File: src/rtl/cmdfifo_pkg.sv
package cmdfifo_pkg;

    localparam int BUS_AW  = 8;
    localparam int WORD_W  = 32;
    localparam int METH_W  = 13;
    localparam int SUBCH_W = 3;

    localparam logic [BUS_AW-1:0] REG_PULL_CTRL = 8'h00;
    localparam logic [BUS_AW-1:0] REG_PUSH_EN   = 8'h04;
    localparam logic [BUS_AW-1:0] REG_CTX_STATE = 8'h08;
    localparam logic [BUS_AW-1:0] REG_STATUS    = 8'h0C;
    localparam logic [BUS_AW-1:0] REG_PUT       = 8'h10;
    localparam logic [BUS_AW-1:0] REG_GET       = 8'h14;

    localparam int CTRL_EN_BIT   = 0;
    localparam int CTRL_HASH_BIT = 4;
    localparam int CTRL_SW_BIT   = 8;
    localparam int DIRTY_BIT     = 4;
    localparam int HW_CLASS_BIT  = 23;
    localparam logic [METH_W-1:0] METH_MASK = 13'h1FFC;

    typedef struct packed {
        logic [SUBCH_W-1:0] subch;
        logic [METH_W-1:0]  method;
        logic [WORD_W-1:0]  data;
    } cmd_entry_t;

    typedef struct packed {
        logic sw;
        logic hash;
        logic en;
    } pull_ctrl_t;

    typedef enum logic [1:0] {
        STS_IRQ     = 2'd0,
        STS_ERR     = 2'd1,
        STS_OVF     = 2'd2,
        STS_NOCACHE = 2'd3
    } sts_bit_e;

    function automatic logic in_cmd_window(input logic [BUS_AW-1:0] a);
        return a[7:6] == 2'b01;
    endfunction

endpackage

File: src/rtl/cf_cmd_store.sv
module cf_cmd_store
    import cmdfifo_pkg::*;
#(
    parameter int DEPTH = 32,
    localparam int PTR_W = $clog2(DEPTH)
) (
    input  logic             clk,
    input  logic             rst,
    input  logic             wr_en,
    input  cmd_entry_t       wr_entry,
    input  logic             rd_pop,
    output cmd_entry_t       head,
    output logic             empty,
    output logic             full,
    output logic [PTR_W-1:0] put_ptr,
    output logic [PTR_W-1:0] get_ptr
);

    function automatic logic [PTR_W-1:0] to_gray(input logic [PTR_W-1:0] b);
        return b ^ (b >> 1);
    endfunction

    cmd_entry_t       slots [DEPTH];
    logic [PTR_W-1:0] put_q, get_q;
    logic [PTR_W-1:0] put_idx, get_idx;

    assign put_idx = to_gray(put_q);
    assign get_idx = to_gray(get_q);

    assign empty   = (put_q == get_q);
    assign full    = (PTR_W'(put_q + 1'b1) == get_q);
    assign head    = slots[get_idx];
    assign put_ptr = put_q;
    assign get_ptr = get_q;

    always_ff @(posedge clk) begin
        if (rst) begin
            put_q <= '0;
            get_q <= '0;
        end else begin
            if (wr_en && !full) put_q <= PTR_W'(put_q + 1'b1);
            if (rd_pop && !empty) get_q <= PTR_W'(get_q + 1'b1);
        end
    end

    always_ff @(posedge clk) begin
        if (wr_en && !full) slots[put_idx] <= wr_entry;
    end

endmodule

File: src/rtl/cf_puller.sv
module cf_puller
    import cmdfifo_pkg::*;
(
    input  logic              clk,
    input  logic              rst,
    input  logic              ctrl_we,
    input  logic              ctrl_en_wr,
    input  logic              ctrl_hash_wr,
    input  cmd_entry_t        head,
    input  logic              empty,
    input  logic              lookup_hit,
    input  logic [WORD_W-1:0] lookup_ctx,
    input  logic              disp_ready,
    output pull_ctrl_t        ctrl_q,
    output logic              lookup_valid,
    output logic              pop,
    output logic              evt_miss,
    output logic              evt_sw,
    output logic              disp_valid,
    output cmd_entry_t        disp_entry,
    output logic [WORD_W-1:0] disp_ctx
);

    pull_ctrl_t ctrl_d;
    logic       attempt;
    logic       is_hw;

    assign attempt      = ctrl_q.en && !empty && (!disp_valid || disp_ready);
    assign is_hw        = lookup_hit && lookup_ctx[HW_CLASS_BIT];
    assign lookup_valid = attempt;
    assign pop          = attempt && is_hw;
    assign evt_miss     = attempt && !lookup_hit;
    assign evt_sw       = attempt && lookup_hit && !lookup_ctx[HW_CLASS_BIT];

    always_comb begin
        ctrl_d = ctrl_q;
        if (ctrl_we) begin
            ctrl_d.en   = ctrl_en_wr;
            ctrl_d.hash = ctrl_hash_wr;
        end
        if (attempt) begin
            if (!lookup_hit) begin
                ctrl_d.hash = 1'b1;
                ctrl_d.en   = 1'b0;
            end else begin
                ctrl_d.hash = 1'b0;
                if (!lookup_ctx[HW_CLASS_BIT]) begin
                    ctrl_d.sw = 1'b1;
                    ctrl_d.en = 1'b0;
                end else begin
                    ctrl_d.sw = 1'b0;
                end
            end
        end
    end

    always_ff @(posedge clk) begin
        if (rst) begin
            ctrl_q     <= '0;
            disp_valid <= 1'b0;
            disp_entry <= '0;
            disp_ctx   <= '0;
        end else begin
            ctrl_q <= ctrl_d;
            if (pop) begin
                disp_valid <= 1'b1;
                disp_entry <= head;
                disp_ctx   <= lookup_ctx;
            end else if (disp_ready) begin
                disp_valid <= 1'b0;
            end
        end
    end

endmodule

File: src/rtl/cmdfifo_top.sv
module cmdfifo_top
    import cmdfifo_pkg::*;
#(
    parameter int DEPTH = 32
) (
    input  logic               clk,
    input  logic               rst,
    input  logic               bus_we,
    input  logic [BUS_AW-1:0]  bus_addr,
    input  logic [WORD_W-1:0]  bus_wdata,
    output logic [WORD_W-1:0]  bus_rdata,
    output logic               lookup_valid,
    output logic [WORD_W-1:0]  lookup_name,
    output logic [SUBCH_W-1:0] lookup_subch,
    input  logic               lookup_hit,
    input  logic [WORD_W-1:0]  lookup_ctx,
    output logic               disp_valid,
    input  logic               disp_ready,
    output logic [SUBCH_W-1:0] disp_subch,
    output logic [METH_W-1:0]  disp_method,
    output logic [WORD_W-1:0]  disp_data,
    output logic [WORD_W-1:0]  disp_ctx,
    output logic               irq
);

    localparam int PTR_W = $clog2(DEPTH);

    logic               push_en_q;
    logic               dirty_q;
    logic [3:0]         status_q, status_set, status_clr;
    logic [METH_W-1:0]  meth_q;
    logic [SUBCH_W-1:0] subch_q;
    logic               wr_method, wr_data, wr_ctrl;
    logic               store_wr, ovf_evt, nocache_evt;
    logic               full_w, empty_w, pop_w, evt_miss, evt_sw;
    logic [PTR_W-1:0]   put_ptr_w, get_ptr_w;
    cmd_entry_t         head_w, disp_entry_w, new_entry;
    pull_ctrl_t         ctrl_w;

    assign wr_method   = bus_we && in_cmd_window(bus_addr) && !bus_addr[2];
    assign wr_data     = bus_we && in_cmd_window(bus_addr) &&  bus_addr[2];
    assign wr_ctrl     = bus_we && (bus_addr == REG_PULL_CTRL);
    assign nocache_evt = wr_data && !push_en_q;
    assign ovf_evt     = wr_data &&  push_en_q && full_w;
    assign store_wr    = wr_data &&  push_en_q && !full_w;

    assign new_entry.subch  = subch_q;
    assign new_entry.method = meth_q;
    assign new_entry.data   = bus_wdata;

    cf_cmd_store #(.DEPTH(DEPTH)) u_store (
        .clk      (clk),
        .rst      (rst),
        .wr_en    (store_wr),
        .wr_entry (new_entry),
        .rd_pop   (pop_w),
        .head     (head_w),
        .empty    (empty_w),
        .full     (full_w),
        .put_ptr  (put_ptr_w),
        .get_ptr  (get_ptr_w)
    );

    cf_puller u_puller (
        .clk          (clk),
        .rst          (rst),
        .ctrl_we      (wr_ctrl),
        .ctrl_en_wr   (bus_wdata[CTRL_EN_BIT]),
        .ctrl_hash_wr (bus_wdata[CTRL_HASH_BIT]),
        .head         (head_w),
        .empty        (empty_w),
        .lookup_hit   (lookup_hit),
        .lookup_ctx   (lookup_ctx),
        .disp_ready   (disp_ready),
        .ctrl_q       (ctrl_w),
        .lookup_valid (lookup_valid),
        .pop          (pop_w),
        .evt_miss     (evt_miss),
        .evt_sw       (evt_sw),
        .disp_valid   (disp_valid),
        .disp_entry   (disp_entry_w),
        .disp_ctx     (disp_ctx)
    );

    assign lookup_name  = head_w.data;
    assign lookup_subch = head_w.subch;
    assign disp_subch   = disp_entry_w.subch;
    assign disp_method  = disp_entry_w.method;
    assign disp_data    = disp_entry_w.data;

    always_comb begin
        status_set = '0;
        status_set[STS_IRQ]     = evt_miss || evt_sw;
        status_set[STS_ERR]     = evt_miss;
        status_set[STS_OVF]     = ovf_evt;
        status_set[STS_NOCACHE] = nocache_evt;
        status_clr = (bus_we && bus_addr == REG_STATUS) ? bus_wdata[3:0] : 4'h0;
    end

    always_ff @(posedge clk) begin
        if (rst) begin
            push_en_q <= 1'b0;
            dirty_q   <= 1'b0;
            status_q  <= '0;
            meth_q    <= '0;
            subch_q   <= '0;
        end else begin
            status_q <= (status_q & ~status_clr) | status_set;
            if (bus_we && bus_addr == REG_PUSH_EN)   push_en_q <= bus_wdata[0];
            if (bus_we && bus_addr == REG_CTX_STATE) dirty_q   <= bus_wdata[DIRTY_BIT];
            if (wr_method) begin
                meth_q  <= bus_wdata[METH_W-1:0] & METH_MASK;
                subch_q <= bus_wdata[15:13];
            end
        end
    end

    assign irq = status_q[STS_IRQ];

    always_comb begin
        bus_rdata = '0;
        unique case (bus_addr)
            REG_PULL_CTRL: begin
                bus_rdata[CTRL_EN_BIT]   = ctrl_w.en;
                bus_rdata[CTRL_HASH_BIT] = ctrl_w.hash;
                bus_rdata[CTRL_SW_BIT]   = ctrl_w.sw;
            end
            REG_PUSH_EN:   bus_rdata[0] = push_en_q;
            REG_CTX_STATE: bus_rdata[DIRTY_BIT] = dirty_q;
            REG_STATUS:    bus_rdata[5:0] = {full_w, empty_w, status_q};
            REG_PUT:       bus_rdata[PTR_W+1:2] = put_ptr_w;
            REG_GET:       bus_rdata[PTR_W+1:2] = get_ptr_w;
            default:       bus_rdata = '0;
        endcase
    end

endmodule

File: config.mk
export PLATFORM = sky130hd
export DESIGN_NAME = cmdfifo_top
export DESIGN_NICKNAME = d
export VERILOG_FILES = /design/src/rtl/cmdfifo_pkg.sv /design/src/rtl/cf_cmd_store.sv /design/src/rtl/cf_puller.sv /design/src/rtl/cmdfifo_top.sv
export SDC_FILE = /design/constraint.sdc
export NUM_CORES = 2
export LEC_CHECK = 0
export BUFFER_PORTS_ARGS = -buffer_cell sky130_fd_sc_hd__buf_4
export CORE_UTILIZATION = 46
export DETAILED_ROUTE_END_ITERATION = 8
export HOLD_SLACK_MARGIN = 0.08
export PLACE_DENSITY = 0.69
export SETUP_SLACK_MARGIN = 0.05
export SKIP_LAST_GASP = 1
export SYNTH_ARGS = -nofsm -noshare
export SYNTH_HDL_FRONTEND = slang
export SYNTH_SLANG_ARGS = --single-unit
File: constraint.sdc
create_clock -name clk -period 9.5 [get_ports clk]
set_clock_uncertainty 0.1 [all_clocks]
set_input_delay 0.95 -clock clk [delete_from_list [all_inputs] [get_ports clk]]
set_output_delay 0.95 -clock clk [all_outputs]
set_load 0.05 [all_outputs]
# Yosys cells after proc, flatten, opt, wreduce, memory -nomap -nowiden
# Memory sizes are Yosys's and may differ from the RTL's.
# Cells that the tools add are included.
dict set report totals {
  register_bits 114
  ramBits 1472
  inputBits 77
  output_inout_bits 150
  elab_cells 81
  mem_count 1
}
# name words word_bits read_ports rd_ports_with_merged_regs wr line_no
set memory_table {}
lappend memory_table {u_store.slots 32 46 1 0 1 cf_cmd_store.sv:23} ;# cmd_entry_t slots [DEPTH];
dict set report op_classes {
  addsub 2
  eq_ne 8
  n_mux 17
  bitwise 5
  reduce_logical 33
}
# cell count
set ops {}
lappend ops {{1-bit logical AND} 20}
lappend ops {{8-bit by 4-bit equality test with 1-bit output (second input constant)} 2}
lappend ops {{8-bit by 5-bit equality test with 1-bit output (second input constant)} 2}
lappend ops {{5-bit by 1-bit adder with 5-bit output (second input constant)} 2}
lappend ops {{5-bit equality test} 2}
lappend ops {{5-bit by 4-bit bitwise XOR with 5-bit output} 2}
lappend ops {{8-bit by 3-bit equality test with 1-bit output (second input constant)} 1}
lappend ops {{8-bit zero test} 1}
lappend ops {{1-bit 2-to-1 mux} 8}
lappend ops {{1-bit zero test} 7}
lappend ops {{2-bit 2-to-1 mux} 3}
lappend ops {{1-bit one-hot mux with 3 select lines} 2}
lappend ops {{2-bit one-hot mux with 3 select lines} 1}
lappend ops {{1-bit one-hot mux with 5 select lines} 1}
lappend ops {{4-bit AND} 1}
lappend ops {{4-bit 2-to-1 mux} 1}
lappend ops {{4-bit NOT} 1}
lappend ops {{4-bit bitwise OR} 1}
lappend ops {{2-bit nonzero test} 2}
lappend ops {{2-bit by 1-bit equality test with 1-bit output (second input constant)} 1}
lappend ops {{1-bit logical OR} 2}
lappend ops {{1-bit one-hot mux with 2 select lines} 1}
lappend ops {{2-bit AND reduction} 1}

# Logic depth before layout (Yosys ltp)
dict set report depth {
  word_depth 8
  mapped_depth 12
  depth_no_buf 7
}

# Cells and area by module
# Synthesis repeated with hierarchy kept, for this count alone.
dict set report hier_totals {
  hier_cells 2896
  hier_area_um2 64139.0
}
# module n_inst cells_each area_each_um2 seq_area_each_um2
set modules_own_cells {}
lappend modules_own_cells {cf_cmd_store 1 2368 59051.6 46324.4}
lappend modules_own_cells {cf_puller 1 366 3862.5 1681.6}
lappend modules_own_cells {cmdfifo_top 1 162 1224.9 400.4}

# Worst setup path before layout
# No wires, ideal clock.
dict set report synth_path {
  kind {input port to flip-flop}
  startpoint {input bus_addr[2]}
  endpoint {memory u_store.slots[21][0] (netlist name), enable pin}
  setup_ps 450
  arrival_ps 4122
  t_required_ps 8950
  path_slack_ps 4829
  path_stages 7
  n_path_buf 2
  cell_sequence {clkbuf_1 > and4b_1 > and2_1 > o41a_1 > clkbuf_1 > nand4b_1 > nor2_1}
}
dict set report synth_between {
  elab_chain_len 6
}
# element line_no
set synth_lines {}
lappend synth_lines {{from (decl)} cmdfifo_top.sv:9} ;# input logic [BUS_AW-1:0] bus_addr,
lappend synth_lines {{1-bit logical AND} cmdfifo_top.sv:41} ;# assign wr_data = bus_we && in_cmd_window(bus_addr) && bus_addr[2];
lappend synth_lines {{1-bit logical AND (2 in series)} cmdfifo_top.sv:45} ;# assign store_wr = wr_data && push_en_q && !full_w;
lappend synth_lines {{1-bit logical AND} cf_cmd_store.sv:47} ;# if (wr_en && !full) slots[put_idx] <= wr_entry;
lappend synth_lines {{1-bit 2-to-1 mux} cf_cmd_store.sv:47}
lappend synth_lines {{1-bit 2-to-1 mux (implied by the code)} cf_cmd_store.sv:47}
lappend synth_lines {{to (decl)} cf_cmd_store.sv:23}
# Every way passes these cells.

# Worst setup path after layout
dict set report layout_path {
  startpoint {register u_store.get_q[1], in the netlist u_store.get_ptr[1]}
  endpoint {output lookup_name[10]}
}
dict set report layout_between {
  elab_chain_len 2
}
# element line_no
set layout_lines {}
lappend layout_lines {{from (decl)} cf_cmd_store.sv:24} ;# logic [PTR_W-1:0] put_q, get_q;
lappend layout_lines {{from (signal assigned)} cf_cmd_store.sv:42} ;# if (rd_pop && !empty) get_q <= PTR_W'(get_q + 1'b1);
lappend layout_lines {{5-bit by 4-bit bitwise XOR with 5-bit output} cf_cmd_store.sv:20} ;# return b ^ (b >> 1);
lappend layout_lines {{net u_store.get_idx[0]} cf_cmd_store.sv:25} ;# logic [PTR_W-1:0] put_idx, get_idx;
lappend layout_lines {{memory read 32 x 46 bit} --}
lappend layout_lines {{to (decl)} cmdfifo_top.sv:13} ;# output logic [WORD_W-1:0] lookup_name,
# The timed path passes the listed nets, and every way through them passes these cells.

==> impl_results.md <==
- Async SR Flop Fraction: 0
- Clock latency on the worst-skew pair: 0.78 ns
- Most frequent cells in the layout: edfxtp_1 (1472), mux2i_1 (461), buf_4 (258)
- Port-buffer cells: 200
- Post-DR vias/cell: 6.05
- Final #Nets: 3658
- Type of element capturing the critical path: primary output
- Max-cap viol count: 0
- Clock Sinks: 1584
- Tcrit/Tclk final: 0.612
- Fin. Hold Viols: 0
- Slew @ Worst Pin: 1.20 ns
- Final GP Congestion: 0.784
- Bufs and invs on worst path: 3
- Normalized max-slew margin: 0.201
- Most common cell after layout, fill and taps aside: edfxtp_1
- Crit-path most repeated cell: buf_4
- Synth Area in Adders: 0.00122
- Clock Tree Root: clkbuf_16
- Critical path launch point type: register
- Final cell count without fillers: 5457
- Top Family by Delay on Critical Path: buffers and inverters
- Synth cell types: 62
- FF+latch count, synth: 1584
- Crit path kind: register to primary output
- Status: finished clean
- Setup TNS Final: 0 ns
- Met1 wire length: 65400 um
- Std-Cell Core Area: 132000 um2
- Mean Syn Cell Area: 18.2 um2
- R2R Path Start: u_store.get_ptr[4]
- Cts hold-fix bufs: 0
- Overall Power: 14.0 mW
- Initial antenna violation count: 3
- CP Cell Sequence: ha_4 -> buf_12 -> and2_2 -> buf_4 -> a22oi_1 -> nand3_1 -> nand4_1 -> buf_4
- Pin count of the biggest net entering global routing: 124
- EDFF count, synth: 1472
- Yosys Warn Count: 0
- DP Cell Count: 5170
- Congestion Overflow GR: 0
- Pwr per Cell Area: 201 nW/um2
- Max frequency: 172 MHz
- Crit path arrival time: 4.77 ns
- CTS tree: built
- Post-DRT Antenna Nets: 0
- Full die area: 135000 um2
- Hold wc startpoint: lookup_hit
- Io pins: 227
- Final count of pins violating max slew: 0
- Share of post-route cells with drive strength above 1: 0.182
- Row count: 133
- Hold worst-path end: u_puller.ctrl_q[1]
- Seq/Total Area, Yosys: 0.754
- Clock transition at path regs: 0.06 ns
- Met2 wire length: 74300 um
- # fillers: 10304
- Num CTS Buffers: 158
- Hold WC Path Type: primary input to register
- Detailed Routing Iterations Pass 1: 6
- DR iter-0 viols: 3947
- First-pass GRT wire length: 226000 um
- Post-Synth Simple-Gate Area: 0.0388
- Area delta synth->final: 13.3%
- Post-DP HPWL: 81600 um
- Vias in the first global route: 31933
- Critical Path Stages: 8
- # resized after CTS: 0
- Synth Area in Compound Gates: 0.0454
- Xor/xnor cell area share of the yosys netlist: 0.00254
- Post-CTS Repair Setup Buffers: 0
- Largest family of logic cells by synthesized area: multiplexers
- CTS Buffer Depth: 3
- Synth Instances: 3390
- Reg2Reg Capture Point: u_store.slots[3][17]
- Max Used Layer: met4
- Slowest stage delay, CP: 0.72 ns
- Mux contribution to synthesized area: 0.131
- CP Max Fanout: 100
- Reg2Reg Setup Slack: 5.05 ns
- Detail Route met3 WL: 14800 um
- Die height: 368 um
- WP data required: 8.45 ns
- Die width: 368 um
- Final setup fails: 0
- Syn Std Cell Area: 61600 um2
- Period minus WS final: 5.82 ns
- CP max-delay cell: ha_4
- CTS H-Tree Depth: 4
- Hold Path Depth: 2
- DRT Wirelength: 159000 um
- Synth Flop Type: edfxtp_1
- Unrepaired setup endpoints after global routing: no
- Initial core utilization: 0.466
- Via count: 33013
- Pleak: 20.5 nW
- Min Hold Slack: 0.315 ns
- GRT Total Usage: 0.232
- Worst VDD drop: 0.178 mV
- Drc violations: 0
- Wire per inst: 29.1 um
- Reg2Reg Depth: 8
==> cell usage after synthesis, types with 10 or more instances <==
cell type	number	area, um2
dfxtp_1	112	2240
clkbuf_1	69	259
mux4_2	122	2750
mux2i_1	461	4610
nand4_1	21	131
buf_2	58	290
nand3_1	110	551
mux4_1	23	604
nand2b_1	12	75.1
nor2b_1	11	68.8
o22ai_1	49	307
a31oi_1	10	62.6
a21oi_1	66	330
nand2_1	154	578
nor2_1	116	435
buf_6	23	259
a22oi_1	215	1610
edfxtp_1	1472	44200
buf_4	99	743
nor3_1	30	150
==> worst max path at each step <==
| stage | startpoint | slack (ns) | end |
|---|---|---|---|
| 4_1_cts | u_store.get_ptr[1] | 3.63 | lookup_name[4] |
| 6_report | u_store.get_ptr[1] | 3.68 | lookup_name[10] |
| 2_1_floorplan | bus_addr[2] | 4.83 | u_store.slots[21][0] |
| 3_5_place_dp | u_store.get_ptr[3] | 4.49 | lookup_name[16] |
| 3_3_place_gp | u_store.get_ptr[3] | 4.49 | lookup_name[16] |
| 5_1_grt | u_store.get_ptr[1] | 3.46 | lookup_name[4] |
==> power by group <==
group | internal [mW] | switching (mW) | total [mW] | leakage, nW
Sequential | 7.59 | 0.0103 | 7.60 | 13.6
Clock | 3.69 | 2.57 | 6.26 | 2.54
Combinational | 0.0238 | 0.110 | 0.133 | 4.40
==> flip-flops by register name, indices dropped and copies added (netlist names), 3 cells and up <==
signal and flops:
meth_q 11, status_q 4, subch_q 3, u_puller.ctrl_q 3, u_puller.disp_ctx 32, u_puller.disp_entry 46
u_store.get_ptr 5, u_store.put_ptr 5, u_store.slots 1472
==> cell families after synthesis <==
| family | after synthesis |
|---|---|
| and+or+nand+nor | 510 |
| adders and majority gates | 6 |
| buffers and inverters | 264 |
| DFF | 1584 |
| muxes | 613 |
| xor gates and xnor gates | 17 |
| other | 1 |
| AOI/OAI and AO/OA | 395 |
==> metrics by stage <==
step	cell area, um2	setup WS, ns	utilization
final	69800	3.68	0.528
after global routing	69800	3.46	0.528
after CTS	69800	3.63	0.528
after detailed placement	64600	4.49	0.489
after global placement	64600	4.49	0.489
after floorplan	61700	4.83	-
==> routing by layer <==
layer / up-vias / track usage
met4: 0 / 0.0766
li1: 13872 / -
met3: 247 / 0.0409
met5: - / 0
met1: 17084 / 0.328
met2: 1810 / 0.364
==> area by class of cell <==
| type | instances | area, um2 | area share |
|---|---|---|---|
| multi-input cells | 1567 | 13900 | 0.199 |
| inverters | 1 | 3.75 | 0.0000538 |
| repair buffers | 263 | 2040 | 0.0292 |
| flip-flops and latches | 1584 | 46400 | 0.665 |
| clock buffers | 223 | 4480 | 0.0642 |
| clock inverters | 63 | 723 | 0.0104 |
| diodes | 1 | 2.50 | 0.0000358 |
| well taps | 1755 | 2200 | 0.0315 |
(Power assumes the default switching activity.)
